<file path="src/rtl/illop_pkg.sv">
`timescale 1ns/1ps
package illop_pkg;

  typedef enum logic [1:0] {
    CLS_BASE_OK    = 2'b00,
    CLS_BASE_UNDEF = 2'b01,
    CLS_FPU        = 2'b10,
    CLS_BANK       = 2'b11
  } op_class_e;

  typedef enum logic [1:0] {
    EXC_NONE    = 2'b00,
    EXC_GENERAL = 2'b01,
    EXC_SLOT    = 2'b10,
    EXC_RSVD    = 2'b11
  } exc_kind_e;

  localparam int unsigned NUM_REQ = 2;

endpackage

</file>
<file path="src/rtl/illop_undef_check.sv">
`timescale 1ns/1ps
module illop_undef_check
  import illop_pkg::*;
(
  input  op_class_e cls_i,
  input  logic      fpu_present_i,
  input  logic      fpu_standby_i,
  input  logic      bank_present_i,
  output logic      undef_o
);

  logic fpu_usable;
  assign fpu_usable = fpu_present_i & ~fpu_standby_i;

  always_comb begin
    unique case (cls_i)
      CLS_BASE_OK:    undef_o = 1'b0;
      CLS_BASE_UNDEF: undef_o = 1'b1;
      CLS_FPU:        undef_o = ~fpu_usable;
      CLS_BANK:       undef_o = ~bank_present_i;
      default:        undef_o = 1'b1;
    endcase
  end

endmodule

</file>
<file path="src/rtl/illop_route.sv">
`timescale 1ns/1ps
module illop_route
  import illop_pkg::*;
#(
  parameter int unsigned ADDR_W     = 32,
  parameter int unsigned INSN_BYTES = 2
) (
  input  logic              valid_i,
  input  logic              undef_i,
  input  logic              in_slot_i,
  input  logic [ADDR_W-1:0] addr_i,
  output exc_kind_e         kind_o,
  output logic [ADDR_W-1:0] pc_o
);

  localparam logic [ADDR_W-1:0] SLOT_BACKOFF = ADDR_W'(INSN_BYTES);

  logic raise;
  assign raise = valid_i & undef_i;

  always_comb begin
    kind_o = EXC_NONE;
    pc_o   = '0;
    if (raise) begin
      if (in_slot_i) begin
        kind_o = EXC_SLOT;
        pc_o   = addr_i - SLOT_BACKOFF; // owning branch precedes the slot
      end else begin
        kind_o = EXC_GENERAL;
        pc_o   = addr_i;
      end
    end
  end

endmodule

</file>
<file path="src/rtl/illop_out_reg.sv">
`timescale 1ns/1ps
module illop_out_reg
  import illop_pkg::*;
#(
  parameter int unsigned ADDR_W = 32
) (
  input  logic               clk_i,
  input  logic               rst_ni,
  input  exc_kind_e          kind_i,
  input  logic [ADDR_W-1:0]  pc_i,
  output logic [NUM_REQ-1:0] req_o,
  output logic [1:0]         type_o,
  output logic [ADDR_W-1:0]  pc_o
);

  logic [NUM_REQ-1:0] req_d;

  for (genvar k = 0; k < NUM_REQ; k++) begin : g_req
    assign req_d[k] = (kind_i == exc_kind_e'(2'(k + 1)));
  end

  always_ff @(posedge clk_i or negedge rst_ni) begin
    if (!rst_ni) begin
      req_o  <= '0;
      type_o <= EXC_NONE;
      pc_o   <= '0;
    end else begin
      req_o  <= req_d;
      type_o <= kind_i;
      pc_o   <= pc_i;
    end
  end

  AST_REQ_ONEHOT: assert property (@(posedge clk_i) disable iff (!rst_ni)
    $onehot0(req_o)) else $error("request not one-hot");
  AST_REQ_TYPE_GEN: assert property (@(posedge clk_i) disable iff (!rst_ni)
    req_o[0] |-> type_o == EXC_GENERAL) else $error("general req/type mismatch");
  AST_REQ_TYPE_SLOT: assert property (@(posedge clk_i) disable iff (!rst_ni)
    req_o[1] |-> type_o == EXC_SLOT) else $error("slot req/type mismatch");

endmodule

</file>
<file path="src/rtl/illop_classifier.sv">
`timescale 1ns/1ps
module illop_classifier
  import illop_pkg::*;
#(
  parameter int unsigned ADDR_W     = 32,
  parameter int unsigned INSN_BYTES = 2
) (
  input  logic              clk_i,
  input  logic              rst_ni,
  input  logic              op_valid_i,
  input  logic [1:0]        op_class_i,
  input  logic              in_slot_i,
  input  logic              fpu_present_i,
  input  logic              fpu_standby_i,
  input  logic              bank_present_i,
  input  logic [ADDR_W-1:0] op_addr_i,
  output logic [1:0]        exc_req_o,
  output logic [1:0]        exc_type_o,
  output logic [ADDR_W-1:0] exc_pc_o
);

  localparam logic [ADDR_W-1:0] SLOT_BACKOFF = ADDR_W'(INSN_BYTES);

  logic              undef;
  exc_kind_e         kind;
  logic [ADDR_W-1:0] pc_next;

  illop_undef_check i_undef_check (
    .cls_i          (op_class_e'(op_class_i)),
    .fpu_present_i  (fpu_present_i),
    .fpu_standby_i  (fpu_standby_i),
    .bank_present_i (bank_present_i),
    .undef_o        (undef)
  );

  illop_route #(
    .ADDR_W     (ADDR_W),
    .INSN_BYTES (INSN_BYTES)
  ) i_route (
    .valid_i   (op_valid_i),
    .undef_i   (undef),
    .in_slot_i (in_slot_i),
    .addr_i    (op_addr_i),
    .kind_o    (kind),
    .pc_o      (pc_next)
  );

  illop_out_reg #(
    .ADDR_W (ADDR_W)
  ) i_out_reg (
    .clk_i  (clk_i),
    .rst_ni (rst_ni),
    .kind_i (kind),
    .pc_i   (pc_next),
    .req_o  (exc_req_o),
    .type_o (exc_type_o),
    .pc_o   (exc_pc_o)
  );

  AST_IDLE_QUIET: assert property (@(posedge clk_i) disable iff (!rst_ni)
    !op_valid_i |=> exc_req_o == 2'b00 && exc_pc_o == '0) else $error("request without opcode");
  AST_SLOT_NO_GENERAL: assert property (@(posedge clk_i) disable iff (!rst_ni)
    op_valid_i && in_slot_i |=> !exc_req_o[0]) else $error("general raised in slot");
  AST_GEN_PC: assert property (@(posedge clk_i) disable iff (!rst_ni)
    op_valid_i && !in_slot_i |=> !exc_req_o[0] || exc_pc_o == $past(op_addr_i)) else $error("general pc wrong");
  AST_SLOT_PC: assert property (@(posedge clk_i) disable iff (!rst_ni)
    op_valid_i && in_slot_i |=> !exc_req_o[1] || exc_pc_o == $past(op_addr_i) - SLOT_BACKOFF) else $error("slot pc wrong");
  AST_FPU_USABLE: assert property (@(posedge clk_i) disable iff (!rst_ni)
    op_valid_i && op_class_i == 2'b10 && fpu_present_i && !fpu_standby_i |=> exc_req_o == 2'b00) else $error("usable fpu op flagged");
  AST_BANK_USABLE: assert property (@(posedge clk_i) disable iff (!rst_ni)
    op_valid_i && op_class_i == 2'b11 && bank_present_i |=> exc_req_o == 2'b00) else $error("usable bank op flagged");

endmodule

</file>
<file path="config.mk">
export PLATFORM = sky130hd
export DESIGN_NAME = illop_classifier
export DESIGN_NICKNAME = d
export VERILOG_FILES = /design/src/rtl/illop_pkg.sv /design/src/rtl/illop_undef_check.sv /design/src/rtl/illop_route.sv /design/src/rtl/illop_out_reg.sv /design/src/rtl/illop_classifier.sv
export SDC_FILE = /design/constraint.sdc
export NUM_CORES = 1
export LEC_CHECK = 0
export ABC_CLOCK_PERIOD_IN_PS = 900
export BUFFER_PORTS_ARGS = -buffer_cell sky130_fd_sc_hd__buf_2
export CAP_MARGIN = 20
export CORE_ASPECT_RATIO = 1.4
export CORE_MARGIN = 2
export CORE_UTILIZATION = 51
export CTS_CLUSTER_SIZE = 28
export DETAILED_ROUTE_END_ITERATION = 10
export MAX_ROUTING_LAYER = met4
export PLACE_DENSITY = 0.95
export RECOVER_POWER = 25
export SLEW_MARGIN = 20
export SYNTH_ARGS = -nofsm -noshare
export SYNTH_HDL_FRONTEND = slang
export SYNTH_SLANG_ARGS = --single-unit
export TNS_END_PERCENT = 5
</file>
<file path="constraint.sdc">
create_clock -name clk_i -period 0.9 [get_ports clk_i]
set_input_delay 0.09 -clock clk_i [delete_from_list [all_inputs] [get_ports clk_i]]
set_output_delay 0.09 -clock clk_i [all_outputs]
set_load 0.01 [all_outputs]
</file>
==> results_dict.tcl, run 1 <==
set metrics [dict create \
    setup_violations 35 \
    synthesis.area_um2 1770 \
    dieHeight_um 73.7 \
    core_um2 3350 \
    cts_buffer_depth 2 \
    antenna_found_initial 0 \
    rows 25 \
    drc 0 \
    power_density_nw_per_um2 1220 \
    hold_class "input pin to flop" \
    cp.arrival_ns 2.07 \
    min_to "i_out_reg.pc_o[31]$_DFF_PN0_" \
    p_seq_share_pct 45.5 \
    synthCells 181 \
    syn_nets 223 \
    io_buffers 76 \
    cp_slowest_cell "or4_4" \
    required_ns 1.12 \
    grt_pass1_wl_um 9080 \
    placed_cell_area_um2 2520 \
    min_from "op_addr_i[31]" \
    violations "negative setup slack" \
    die_w_um 53.8 \
    worst_pin_slew_ns 0.478 \
    start_kind "input pin" \
    worst-path-max-fanout 8 \
    criticalPathCategory "input pin to flop" \
    max-cap-violations 0 \
    final_common_cell "buf_2" \
    drtAntennaViolNets 0 \
    hold_slack_ns 0.0465 \
    synth-seq-area-share_pct 48.0 \
    root_buffer "clkbuf_8" \
    drive_above_1_share_pct 57.9 \
    p_leak_nw 1.38 \
    ir_drop_mv 1.24 \
    grt-ovfl-total 0 \
    drtIter0Drc 111 \
    setup_slack_ns -0.952 \
    path_cells "buf_6 -> or4_4 -> or4_4 -> buf_6 -> or4b_4 -> a21oi_2" \
    cts.clk_slew.worst_paths_ns 0.06 \
    status "finished with violations" \
    start_util_pct 52.9 \
    ys_ff_latch 34 \
    cp-end-kind "flop" \
    avgSynthCellArea_um2 9.79 \
    dieArea_um2 3970 \
    final_cell_mix "buf_2, buf_4, dfrtp_1" \
    final.period_utilization_pct 206 \
    yosys_warnings 0 \
    clock_sinks 34 \
    multi_input_area_um2 1050 \
    numCtsBuffers 5 \
    clock_power_share_pct 33.2 \
    place_hpwl_um 3710 \
    hold_path_depth 3 \
    wl_um 6750 \
    area_growth_pct 65.7 \
    switching_share_pct 27.9 \
    worstSetupStartpoint "op_addr_i[15]" \
    period_minus_slack_ns 1.85 \
    slew_headroom_pct 68.1 \
    cts_tree "yes" \
    finalMaxSlewViolations 0 \
    via_per_inst 6.07 \
    n_fill_cell 163 \
    power_frac_comb_pct 21.3 \
    grt_max_degree 35 \
    nets 345 \
    rsz0062_at_grt "yes" \
    htree_levels 2 \
    final_area_um2 2940 \
    grt_pass1_vias 2042 \
    gp_congestion 0.815 \
    hold_viol_final 0 \
    p_int_mw 2.58 \
    wire_per_inst_um 19.6 \
    synth.distinct_cells 30 \
    first_pass_iters 4 \
    track_usage_pct 33.4 \
    netlist.top_cell.by_area "dfrtp_1" \
    synth_area_leaders "dfrtp_1, or4_1, or3_1" \
    antennaDiodeCount 0 \
    ios 77 \
    max_freq_mhz 540 \
    synth_top_area_share_pct 48.0 \
    switchingPower_uw 996 \
    seq_area_um2 851 \
    critPathMaxStageDelay_ns 0.54 \
    via_count 2088 \
]
layout make-up:
type | count | area share (%)
inverter | 2 | 0.426
sequential | 34 | 29.0
clock inverter | 1 | 0.170
tap | 40 | 1.70
timing repair buffer | 130 | 30.0
multi-input combinational | 130 | 35.8
clock buffer | 7 | 2.94
synth_stat cells, drive strengths merged:
master   number
a211oi        1
a21oi        16
a22o          1
and3          2
buf           8
clkbuf        7
dfrtp        34
ha            1
inv           2
mux2i         4
nand2         3
nand2b        1
nand3         4
nand3b        4
nand4bb       2
nor2         14
nor2b         1
nor3          6
nor4          4
o21ai         6
o31ai         7
o41ai         3
or2           4
or3          17
or4          16
or4b          3
xnor2         6
xor2          4
power groups by stage:
| stage | combinational, mW | sequential (mW) | clock, mW |
|---|---|---|---|
| finish | 0.762 | 1.63 | 1.19 |
| detailed placement | 0.638 | 1.65 | 0 |
| floorplan | 0.180 | 1.69 | 0 |
| global route | 0.811 | 1.63 | 1.25 |
| global placement | 0.610 | 1.64 | 0 |
| CTS | 0.682 | 1.62 | 1.19 |
how the worst max path moves through the flow:
stage	endpoint	slack (ns)	cells after the start
after global routing	i_out_reg.pc_o[28]$_DFF_PN0_	-0.96	6
after floorplan	i_out_reg.pc_o[26]$_DFF_PN0_	-1.14	6
final	i_out_reg.pc_o[29]$_DFF_PN0_	-0.95	6
after CTS	i_out_reg.pc_o[29]$_DFF_PN0_	-0.91	6
after detailed placement	i_out_reg.pc_o[29]$_DFF_PN0_	-1.40	6
after global placement	i_out_reg.pc_o[29]$_DFF_PN0_	-1.29	6
timing repair:
action | CTS | global route
hold buffers | 1 | 0
hold endpoints to repair | 34 | 0
cloned | 1 | 0
gates resized for setup | 36 | 29
buffers inserted | 5 | 0
pin swaps | 21 | 8
setup endpoints to repair | 33 | 52
stage by stage:
step                power [mW]  utilization [%]  setup WS (ns)  cells  TNS (ns)
floorplan                 1.87                -          -1.14    181    -23.50
global placement          2.26             75.2          -1.29    330    -28.28
detailed placement        2.28             75.2          -1.40    330    -29.51
CTS                       3.49             84.4         -0.913    345    -17.45
global route              3.69             87.7         -0.960    344    -18.98
finish                    3.57             87.7         -0.952    344    -18.22
worst max-delay path: cells and delay by family:
| family | cells | cell delay [ns] |
|---|---|---|
| buf+inv | 2 | 0.25 |
| compound gates | 1 | 0.15 |
| simple gates | 3 | 1.57 |
flip-flops by register name (all words and copies together), names as in the netlist:
| name | cells |
|---|---|
| i_out_reg.pc_o | 32 |
| i_out_reg.req_o | 1 |
| i_out_reg.type_o | 1 |
routing by layer:
layer  up-vias  routed length (µm)  GRT usage [%]
li1        916                   -              -
met1      1021                2260           32.5
met2       110                3790           59.2
met3        41                 343           6.50
met4         0                 361           19.1
met5         -                   0              -
cell families after synthesis:
group / count (synthesis) / synth area share (%)
AO/OA/AOI/OAI: 34 / 11.6
buffers and inverters: 17 / 4.38
AND/OR/NAND/NOR: 81 / 28.1
multiplexers: 4 / 2.26
XOR/XNOR: 10 / 4.94
adder cells (fa/ha/maj): 1 / 0.706
flip-flops: 34 / 48.0
Note: power is estimated with default switching activity, not from simulation.
==> run 2, diff against run 1 <==
CORE_UTILIZATION = 52   (was 51)
GPL_ROUTABILITY_DRIVEN = 0   (was unset)
SYNTH_HIERARCHICAL = 1   (was unset)
==> run 2 against run 1 <==
Effect of this change: the flow still finishes with violations (negative setup slack); synthesized cell count grew 6.6%; worst setup slack improved by 0.094 ns; largest power group unchanged; combinational power grew 15%; area after synthesis rose by 6.0%; core utilization increased by 4.4 points; non-clock buffer count down 2; final area is 6.9% higher; first-iteration DRC count increased by 91%; wire length rose by 39%; global-route usage rose by 11 points.
==> results_dict.tcl, run 2 <==
set metrics [dict create \
    drive_above_1_share_pct 56.6 \
    die_w_um 54.8 \
    ys_ff_latch 36 \
    grt_pass1_wl_um 12300 \
    synthCells 193 \
    setup_violations 41 \
    start_kind "input pin" \
    power_frac_comb_pct 23.4 \
    finalMaxSlewViolations 0 \
    cts_tree "yes" \
    critPathMaxStageDelay_ns 0.53 \
    ys.flop_type "dfrtp_1" \
    root_buffer "clkbuf_8" \
    multi_input_area_um2 1200 \
    slew_headroom_pct 66.7 \
    dp.cells 348 \
    criticalPathCategory "input pin to flop" \
    core_um2 3410 \
    worst-path-max-fanout 4 \
    wire_per_inst_um 26.2 \
    reg_top3 "i_out_reg/pc_o x32, i_out_reg/req_o x2, i_out_reg/type_o x2" \
    switchingPower_mw 1.12 \
    place_hpwl_um 4490 \
    drc 0 \
    switching_share_pct 30.0 \
    critPathTopFamily "simple AND/OR/NAND/NOR gates" \
    via_per_inst 6.88 \
    cp.depth 6 \
    fin_cells 359 \
    synth_area_leaders "dfrtp_1, mux2i_1, nand2b_1" \
    synth_common_cells "dfrtp_1, nand2_1, nor2_1" \
    cts.clk_slew.worst_paths_ns 0.07 \
    async_flop_share_pct 100 \
    dieArea_um2 4120 \
    wl_um 9400 \
    grt_max_degree 37 \
    largest_reg_flops 32 \
    final_area_um2 3140 \
    worst_pin_slew_ns 0.499 \
    max-cap-violations 0 \
    cp_slowest_cell "or4b_4" \
    rows 25 \
    seq_area_um2 901 \
    rsz0062_at_grt "yes" \
    htree_levels 2 \
    clock_sinks 36 \
    synth-edff-count 0 \
    avgSynthCellArea_um2 9.73 \
    yosys_warnings 6 \
    max_freq_mhz 569 \
    cp-end-kind "flop" \
    required_ns 1.11 \
    path_buf_inv 2 \
    synth.distinct_cells 36 \
    io_buffers 76 \
    final.setup.tns_ns -16.62 \
    track_usage_pct 44.5 \
    cp-endpoint "i_out_reg/pc_o[30]$_DFF_PN0_" \
    period_minus_slack_ns 1.76 \
    path_cells "buf_2 -> nor4_1 -> buf_4 -> or4b_4 -> nor4_2 -> mux2i_1" \
    setup_slack_ns -0.858 \
    violations "negative setup slack" \
    p_leak_nw 1.49 \
    power_density_nw_per_um2 1190 \
    p_seq_share_pct 46.4 \
    first_pass_iters 5 \
    cp.arrival_ns 1.97 \
    hold_class "input pin to flop" \
    synthesis.area_um2 1880 \
    antenna_found_initial 1 \
    final_common_cell "buf_2" \
    grt_pass1_vias 2398 \
    syn_nets 235 \
    netlist.top_cell.by_area "dfrtp_1" \
    clock_power_share_pct 30.1 \
    yosysMostFrequentCell "dfrtp_1" \
    grt-ovfl-total 0 \
    numCtsBuffers 5 \
    fin_util_pct 92.1 \
    ir_drop_mv 1.24 \
    regMostFlops "i_out_reg/pc_o" \
    final_cell_mix "buf_2, buf_4, dfrtp_1" \
    p_int_mw 2.61 \
    dieHeight_um 75.1 \
    placed_cell_area_um2 2670 \
    nets 360 \
    final.period_utilization_pct 195 \
    hold_slack_ns 0.0630 \
    via_count 2471 \
    drtIter0Drc 212 \
    n_fill_cell 127 \
    area_growth_pct 67.2 \
    hold_viol_final 0 \
    cts_buffer_depth 2 \
    synth-seq-area-share_pct 48.0 \
    ios 77 \
    drtAntennaViolNets 0 \
    synth_top_area_share_pct 48.0 \
    status "finished with violations" \
    worstSetupStartpoint "op_addr_i[20]" \
    start_util_pct 55.1 \
]
## run 2: changes by cell type after synthesis, moves of 5 or more
cell      previous run  this run
mux2i_1              4        10
nand2b_1             1        13
or3_1               17         7
or4_1               16         9
a21oi_1             16        11
nand2_1              3        17
nor4_1               4        13
## run 2: worst min-delay path by stage
stage	from	end	cells past startpoint	slack, ns
2_1_floorplan	rst_ni	i_out_reg/pc_o[0]$_DFF_PN0_	0	-0.21
3_3_place_gp	rst_ni	i_out_reg/req_o[0]$_DFF_PN0_	2	0.06
3_5_place_dp	rst_ni	i_out_reg/type_o[0]$_DFF_PN0_	2	0.06
4_1_cts	op_addr_i[0]	i_out_reg/pc_o[0]$_DFF_PN0_	2	0.05
5_1_grt	op_addr_i[0]	i_out_reg/pc_o[0]$_DFF_PN0_	2	0.05
6_report	op_addr_i[0]	i_out_reg/pc_o[0]$_DFF_PN0_	2	0.06
## run 2: through the flow
step | total power, mW | setup slack (ns)
global placement | 2.38 | -1.07
finish | 3.73 | -0.858
detailed placement | 2.42 | -1.19
global route | 3.85 | -0.921
floorplan | 1.99 | -0.990
CTS | 3.52 | -0.795
## run 2: kinds of logic after synthesis
logic type	Yosys count	share of synthesized area [%]
compound gates	23	7.39
xor+xnor	9	4.20
fa+ha+maj	1	0.666
buf+inv	15	3.33
flops	36	48.0
mux	10	5.33
simple gates	99	31.1
## run 2: layout make-up
type / instances / share of cell area, %
inverters: 5 / 0.677
multi-input cells: 142 / 38.1
clock inverters: 1 / 0.159
flip-flops and latches: 36 / 28.7
diodes: 1 / 0.0797
repair buffers: 128 / 28.4
well taps: 40 / 1.59
clock buffers: 6 / 2.31
## run 2: power by group through the flow
| stage | Combinational [mW] | Sequential, mW | Clock (mW) |
|---|---|---|---|
| final | 0.874 | 1.73 | 1.12 |
| after global routing | 0.919 | 1.73 | 1.20 |
| after CTS | 0.736 | 1.72 | 1.07 |
| after detailed placement | 0.678 | 1.74 | 0 |
| after global placement | 0.638 | 1.74 | 0 |
| after floorplan | 0.200 | 1.79 | 0 |
## run 2: per-layer routing
metal / track usage, % / part of all wire [%]
met3: 14.9 / 13
met1: 42.5 / 30
met2: 69.6 / 45
met5: - / 0
met4: 37.8 / 11
## run 2: repair_timing
action | 4_1_cts | 5_1_grt
pin swaps | 13 | 6
hold buffers | 1 | 0
resized for setup | 40 | 35
endpoints found under the setup margin | 30 | 58
hold endpoints to repair | 36 | 0
buffers inserted | 0 | 2
